==> src/rtl/sa_tag_ctrl.sv <==
module sa_tag_ctrl #(
  parameter int ADDR_W       = 16,
  parameter int TOTAL_BLOCKS = 8,
  parameter int WAYS         = 2,
  localparam int WAY_W       = (WAYS > 1) ? $clog2(WAYS) : 1
) (
  input  logic              clk,
  input  logic              rst,
  input  logic              flush_all,
  input  logic              req_valid,
  output logic              req_ready,
  input  logic [ADDR_W-1:0] req_addr,
  output logic              rsp_valid,
  output logic              rsp_hit,
  output logic [WAY_W-1:0]  rsp_way,
  output logic              rsp_evict
);
  localparam int SETS     = TOTAL_BLOCKS / WAYS;
  localparam int IDX_BITS = (SETS > 1) ? $clog2(SETS) : 0;
  localparam int IDX_W    = (SETS > 1) ? IDX_BITS : 1;
  localparam int TAG_W    = ADDR_W - IDX_BITS;

  logic             vld  [SETS][WAYS];
  logic [TAG_W-1:0] tags [SETS][WAYS];
  logic [WAY_W-1:0] age  [SETS][WAYS];

  logic [IDX_W-1:0] idx;
  logic [TAG_W-1:0] tag;
  logic [WAYS-1:0]  hit_vec;
  logic             hit, inv_found;
  logic [WAY_W-1:0] hit_way, inv_way, old_way, acc_way, acc_age;
  logic             fire;

  assign req_ready = !flush_all;
  assign fire      = req_valid && req_ready;
  assign tag       = req_addr[ADDR_W-1:IDX_BITS];

  if (SETS > 1) begin : g_idx
    assign idx = req_addr[IDX_W-1:0];
  end else begin : g_noidx
    assign idx = '0;
  end

  for (genvar w = 0; w < WAYS; w++) begin : g_cmp
    assign hit_vec[w] = vld[idx][w] && (tags[idx][w] == tag);
  end

  always_comb begin
    hit       = |hit_vec;
    hit_way   = '0;
    inv_found = 1'b0;
    inv_way   = '0;
    old_way   = '0;
    for (int w = WAYS - 1; w >= 0; w--) begin
      if (hit_vec[w]) hit_way = WAY_W'(w);
      if (!vld[idx][w]) begin
        inv_found = 1'b1;
        inv_way   = WAY_W'(w);
      end
      if (age[idx][w] == WAY_W'(WAYS - 1)) old_way = WAY_W'(w);
    end
    acc_way = hit ? hit_way : (inv_found ? inv_way : old_way);
    acc_age = age[idx][acc_way];
  end

  always_ff @(posedge clk) begin
    if (rst) begin
      rsp_valid <= 1'b0;
      rsp_hit   <= 1'b0;
      rsp_way   <= '0;
      rsp_evict <= 1'b0;
      for (int s = 0; s < SETS; s++)
        for (int w = 0; w < WAYS; w++) begin
          vld[s][w] <= 1'b0;
          age[s][w] <= WAY_W'(w);
        end
    end else begin
      rsp_valid <= fire;
      if (flush_all) begin
        for (int s = 0; s < SETS; s++)
          for (int w = 0; w < WAYS; w++)
            vld[s][w] <= 1'b0;
      end
      if (fire) begin
        rsp_hit   <= hit;
        rsp_way   <= acc_way;
        rsp_evict <= !hit && !inv_found;
        if (!hit) begin
          tags[idx][acc_way] <= tag;
          vld[idx][acc_way]  <= 1'b1;
        end
        for (int w = 0; w < WAYS; w++) begin
          if (WAY_W'(w) == acc_way)      age[idx][w] <= '0;
          else if (age[idx][w] < acc_age) age[idx][w] <= age[idx][w] + 1'b1;
        end
      end
    end
  end
endmodule

==> config.mk <==
export PLATFORM = sky130hd
export DESIGN_NAME = sa_tag_ctrl
export DESIGN_NICKNAME = d
export VERILOG_FILES = /design/src/rtl/sa_tag_ctrl.sv
export SDC_FILE = /design/constraint.sdc
export NUM_CORES = 1
export LEC_CHECK = 0
export BUFFER_PORTS_ARGS = -buffer_cell sky130_fd_sc_hd__buf_2
export CAP_MARGIN = 20
export CORE_ASPECT_RATIO = 0.75
export CORE_UTILIZATION = 30
export CTS_CLUSTER_SIZE = 30
export DETAILED_ROUTE_END_ITERATION = 8
export PLACE_DENSITY = 0.57
export RECOVER_POWER = 25
export SETUP_SLACK_MARGIN = 0.3
export SYNTH_ARGS = -nofsm -noshare
export SYNTH_HDL_FRONTEND = slang
export SYNTH_SLANG_ARGS = --single-unit
==> constraint.sdc <==
create_clock -name clk -period 4.1 [get_ports clk]
set_clock_uncertainty 0.2 [all_clocks]
set_input_delay 0.82 -clock clk [delete_from_list [all_inputs] [get_ports clk]]
set_output_delay 0.82 -clock clk [all_outputs]
set_load 0.05 [all_outputs]
## Word-level counts from Yosys, hierarchy flattened

Memories as Yosys holds them, arrays and structs flattened.
Index checks and enable logic that the tools add are counted.

| operators by class | value |
|---|---|
| reductions and logical operators | 11 |
| order comparisons | 4 |
| bitwise gates (word level) | 11 |
| eq/ne operators | 2 |
| mux-type cells | 60 |
| add/subtract/negate cells | 2 |

Operators by type and width:

| cell | count |
|---|---|
| 1-bit two-way mux | 49 |
| 14-bit equality test | 2 |
| 28-bit two-way mux | 1 |
| 14-bit demux with 1-bit select | 1 |
| 14-bit two-way mux | 1 |
| 2-bit two-way mux | 7 |
| 1-bit OR | 10 |
| 2-bit OR reduction | 3 |
| 1-bit logical AND | 5 |
| 1-bit zero test | 3 |
| 1-bit adder, second input constant | 2 |
| 2-bit >= comparator, second input constant | 1 |
| 1-bit less-than comparator | 2 |
| 2-bit by 1-bit less-than comparator with 1-bit output, second input constant | 1 |
| 1-bit inverter with 2-bit output | 1 |
| 1-bit demux with 1-bit select | 1 |

| word-level totals | value |
|---|---|
| logic and storage cells | 97 |
| output and inout bits | 5 |
| memories | 3 |
| register bits | 4 |
| bits of input ports | 20 |
| bits in writable memories | 128 |

Memory list:

| name | depth | width | rd ports | clocked after Yosys merged registers in | wr ports | line | source |
|---|---|---|---|---|---|---|---|
| tags | 4 | 28 | 1 | 0 | 1 | 24 | `logic [TAG_W-1:0] tags [SETS][WAYS];` |
| age | 4 | 2 | 1 | 0 | 4 | 25 | `logic [WAY_W-1:0] age [SETS][WAYS];` |
| vld | 4 | 2 | 1 | 0 | 4 | 23 | `logic vld [SETS][WAYS];` |

## Depth between registers and ports, before layout

An unclocked memory read counts as a cell.

| logic depth | value |
|---|---|
| depth in word-level cells | 19 |
| gate-level depth with buffers | 12 |
| gate-level depth less buffers | 7 |

## Worst setup path before layout

OpenSTA, ideal clock, no wires.

| timing path | value |
|---|---|
| path type | input to register |
| from | input port req_addr[1] |
| to | memory tags[1][0] (netlist name), enable pin |
| stages on the path | 11 |
| arrival time | 3.639 ns |
| path slack | -0.141 ns |
| data required time | 3.497 ns |
| setup time | 0.403 ns |
| buffers on the path | 5 |
| path through | buf_2 > buf_2 > buf_2 > buf_2 > mux4_2 > xnor2_1 > and4_1 > nand3_1 > nand2_4 > buf_6 > nor3_1 |

| on the way | value |
|---|---|
| longest elaborated chain between the ends | 12 |
| elaborated cells between the ends (all ways) | 27 |
| those cells by class | order compare (2); eq/ne (2); mux (15); bitwise (1); reduce/logical (4); memory (3) |

Ends and longest elaborated chain:

| item | line | source |
|---|---|---|
| from (decl) | 12 | `input logic [ADDR_W-1:0] req_addr,` |
| memory 4 x 28 bit | n/a |  |
| 14-bit equality test | 45 | `assign hit_vec[w] = vld[idx][w] && (tags[idx][w] == tag);` |
| 1-bit logical AND | 45 |  |
| 1-bit two-way mux (2 in a row) | 55 | `if (hit_vec[w]) hit_way = WAY_W'(w);` |
| 1-bit two-way mux | 62 | `acc_way = hit ? hit_way : (inv_found ? inv_way : old_way);` |
| 1-bit inverter with 2-bit output (implied by the code) | 89 | `tags[idx][acc_way] <= tag;` |
| 2-bit >= comparator (implied by the code) / 2-bit by 1-bit less-than comparator with 1-bit output (equally long branches) | 89 |  |
| 1-bit logical AND (implied by the code) | 89 |  |
| 14-bit two-way mux (implied by the code) | 89 |  |
| 14-bit demux with 1-bit select | 89 |  |
| 28-bit two-way mux (implied by the code) | 89 |  |
| to (decl) | 24 |  |

Several ways; a longest one is shown, not always the timed one.

## Final worst setup path

| timing path | value |
|---|---|
| from | input port req_addr[0] |
| to | memory tags[2][1] (netlist name), enable pin |

Same word-level chain as after synthesis.

==> results.json <==
{
  "critPathSlowestCell": "nor3_2",
  "maxSlewHeadroom_pct": 48.03,
  "area_delta_synth_final_pct": 23.37,
  "first_pass_grt_wire_length_um": 18820,
  "final_area_mm2": 0.006883,
  "cts_made_buffers": 17,
  "max_freq_ghz": 0.2741,
  "detailed_place.area_mm2": 0.006252,
  "global_route.usage.total_pct": 13.41,
  "cp.arrival_ns": 3.57,
  "coreArea_mm2": 0.01792,
  "cp_slowest_stage_delay_ns": 0.58,
  "nature_of_the_critical_path_startpoint": "primary input",
  "dieWidth_um": 159.5,
  "antenna-diode-count": 0,
  "boundaryPins": 25,
  "first_global_vias": 3194,
  "post_synth_edffs": 119,
  "cpLargestDelayFamily": "simple AND/OR/NAND/NOR gates",
  "seq_area_frac_synth_pct": 68.71,
  "drive_above_1_share_pct": 30.33,
  "proportion_of_register_bits_with_asynchronous_set_or_reset_after_synthesis_pct": 0,
  "max-cap-violations": 0,
  "clock_sinks": 132,
  "floorplan.initialDensity_pct": 31.13,
  "synth_cell_types": 51,
  "min-delay-path-class": "reg2reg",
  "antenna_found_initial": 1,
  "syn_nets": 350,
  "vias": 3074,
  "drt-wirelength-per-cell_um": 18.33,
  "setup-violations-final": 0,
  "worst_setup_path_end_kind": "flop",
  "die_area_mm2": 0.01915,
  "syn_avg_cell_area_um2": 16.91,
  "clock_latency_ns": 0.41,
  "timing_worst_setup_path_type": "in2reg",
  "detailed_place_hpwl_um": 8064,
  "ys_warn_count": 0,
  "path_max_fanout": 8,
  "synthesis.instances": 330,
  "grt_setup_unrepaired": "true",
  "number_of_cells_on_the_critical_path": 12,
  "run_status": "finished clean",
  "period_share_pct": 88.98,
  "utilization_pct": 38.41,
  "dominantRegCellSynth": "edfxtp_1",
  "power.leakage_nw": 2.283,
  "clk_root_buffer_cell": "clkbuf_16",
  "synth.ff_latch_count": 132,
  "die_h_um": 120.1,
  "initialDrtViolationCount": 208,
  "ant_nets": 0,
  "fp-row-count": 42,
  "total_power_w": 0.003285,
  "ratio_of_routed_vias_to_standard_cells": 4.796,
  "final.fill_count": 1633,
  "hold_viol_final": 0,
  "port_buffers": 24,
  "worst_ir_drop_on_vdd_uv": 228.0,
  "maxSlewViolCount": 0,
  "nNetsFinal": 408,
  "worst_r2r_path_depth": 9,
  "worst_ep_required_time_ns": 4.02,
  "h_tree_level_count": 4,
  "fin_crit_ns": 3.648,
  "syn-cell-area_mm2": 0.005579,
  "grt_start_max_net_pins": 17,
  "gp_congestion": 0.7530,
  "globalRoute.totalOverflow": 0,
  "clockBufferDepth": 2,
  "tritoncts": "yes",
  "clkTransAtPathRegs_ns": 0.06,
  "cp_common_cell": "buf_12",
  "remaining_drc_errors": 0,
  "cells_traversed_along_the_worst_timing_path": "buf_2 > buf_12 > buf_4 > mux2i_1 > mux2i_1 > o2111ai_1 > or3_1 > or4_4 > nand2_4 > buf_12 > nor3_2 > buf_12",
  "max_slew.worst_pin.slew_ns": 0.7753,
  "cts_hold_buffers": 0,
  "first_pass_iters": 4,
  "critPathBufInv": 5,
  "worst_hold_path.num_cells": 2,
  "routed_wirelength_um": 11750,
  "cellPowerDensity_mw_per_mm2": 477.2
}
## power by group
part | total, W | internal, W | switching, W | leakage [nW]
Clock | 0.00163 | 0.00107 | 0.000557 | 0.293
Combinational | 0.000176 | 0.0000712 | 0.000105 | 0.814
Sequential | 0.00148 | 0.00148 | 0.00000297 | 1.18
Total | 0.00328 | 0.00262 | 0.000665 | 2.28
## cells in the final DEF, fill, tap and decap left out, types with 2 or more instances in the layout
cell type,Yosys,final
o21bai_2,4,4
nor2_1,5,5
edfxtp_1,119,119
xnor2_1,13,13
nor4_1,3,3
nor3_1,13,5
nor3_2,0,7
clkinv_4,0,2
buf_12,0,7
clkbuf_1,4,9
a311oi_1,2,2
mux4_2,22,22
a221oi_1,3,3
o31ai_1,7,7
clkbuf_16,0,17
o21bai_1,3,3
buf_2,4,15
clkinvlp_4,0,5
nor2b_1,3,3
or3_1,6,6
bufinv_16,0,5
o221ai_1,3,3
dfxtp_1,13,13
o21ai_0,3,3
buf_4,1,24
xor2_1,12,12
mux2i_1,21,21
inv_1,6,6
nand2_1,18,18
a21oi_1,2,2
nand3_1,9,9
## area by class of cell
type                    instances  area (µm²)  area share (%)
repair buffers                 56       440.4           6.399
inverters                       7       26.28          0.3817
clock inverters                13       210.2           3.054
multi-input cells             174        1644           23.89
well taps                     242       302.8           4.399
flip-flops and latches        132        3834           55.70
clock buffers                  17       425.4           6.181
## worst min-delay path, cell delays in order (launching register included)
cell	delay [ns]
dfxtp_1	0.32
nand2_1	0.05
o31ai_1	0.05
## flip-flops by register name, summed over array words and instances, names as in the netlist
register,flops
vld,8
tags,112
age,8
rsp_evict,1
rsp_hit,1
rsp_valid,1
rsp_way,1
## through the flow
stage / setup WS [ns] / std cells / hold WS [ns] / setup TNS [ns]
floorplan: -0.1185 / 330 / 0.2196 / -3.318
global placement: -0.03994 / 610 / 0.2294 / -0.5441
CTS: 0.4629 / 641 / 0.2552 / 0
global route: 0.2605 / 641 / 0.2922 / 0
finish: 0.4518 / 641 / 0.2504 / 0
detailed placement: 0.02042 / 611 / 0.2415 / 0
## per-layer routing
metal / share of wire (%) / vias up / wire length (µm) / GRT usage (%)
li1: - / 1423 / - / -
met5: 0.094 / - / 11 / 0
met2: 44 / 61 / 5132 / 19.38
met3: 4.4 / 14 / 522 / 3.975
met4: 1.0 / 2 / 117 / 4.567
met1: 51 / 1574 / 5964 / 19.09
## worst paths after layout
kind | endpoint | start | slack, ns
worst max-delay path | tags[2][1] | req_addr[0] | 0.45
worst min register to register | vld[1][1] | vld[1][1] | 0.25
worst max register to register | tags[2][1] | tags[2][4] | 1.06
worst min-delay path | vld[1][1] | vld[1][1] | 0.25
## cells in the mapped netlist, drive strengths merged (2+ instances only)
master    n  share of area (%)
a21oi     3               0.34
a221oi    3               0.47
nor4      3               0.34
nor2b     3               0.34
o21bai    7                1.2
o21ai     5               0.52
mux4     22                8.9
xnor2    13                2.0
o221ai    3               0.47
dfxtp    13                4.7
buf      13                1.9
inv       6               0.40
or3       6               0.67
nand3     9               0.81
nor2      5               0.34
o31ai     8                1.2
mux2i    21                3.8
clkbuf    4               0.27
and2      2               0.22
nor3     13                1.2
a311oi    2               0.31
and3      2               0.31
edfxtp  119                 64
nand2    20                1.5
xor2     12                1.9
## cell families after synthesis
group | Yosys count | synth area share (%)
flops | 132 | 68.72
simple gates | 68 | 6.437
mux | 43 | 12.65
compound gates | 38 | 5.629
xor+xnor | 25 | 3.925
buf+inv | 24 | 2.646
## timing repair
| item | in CTS | in global routing |
|---|---|---|
| setup buffers | 0 | 0 |
| gates resized for setup | 0 | 1 |
| setup endpoints to repair | 0 | 24 |
Note: power is estimated with default switching activity, not from simulation.
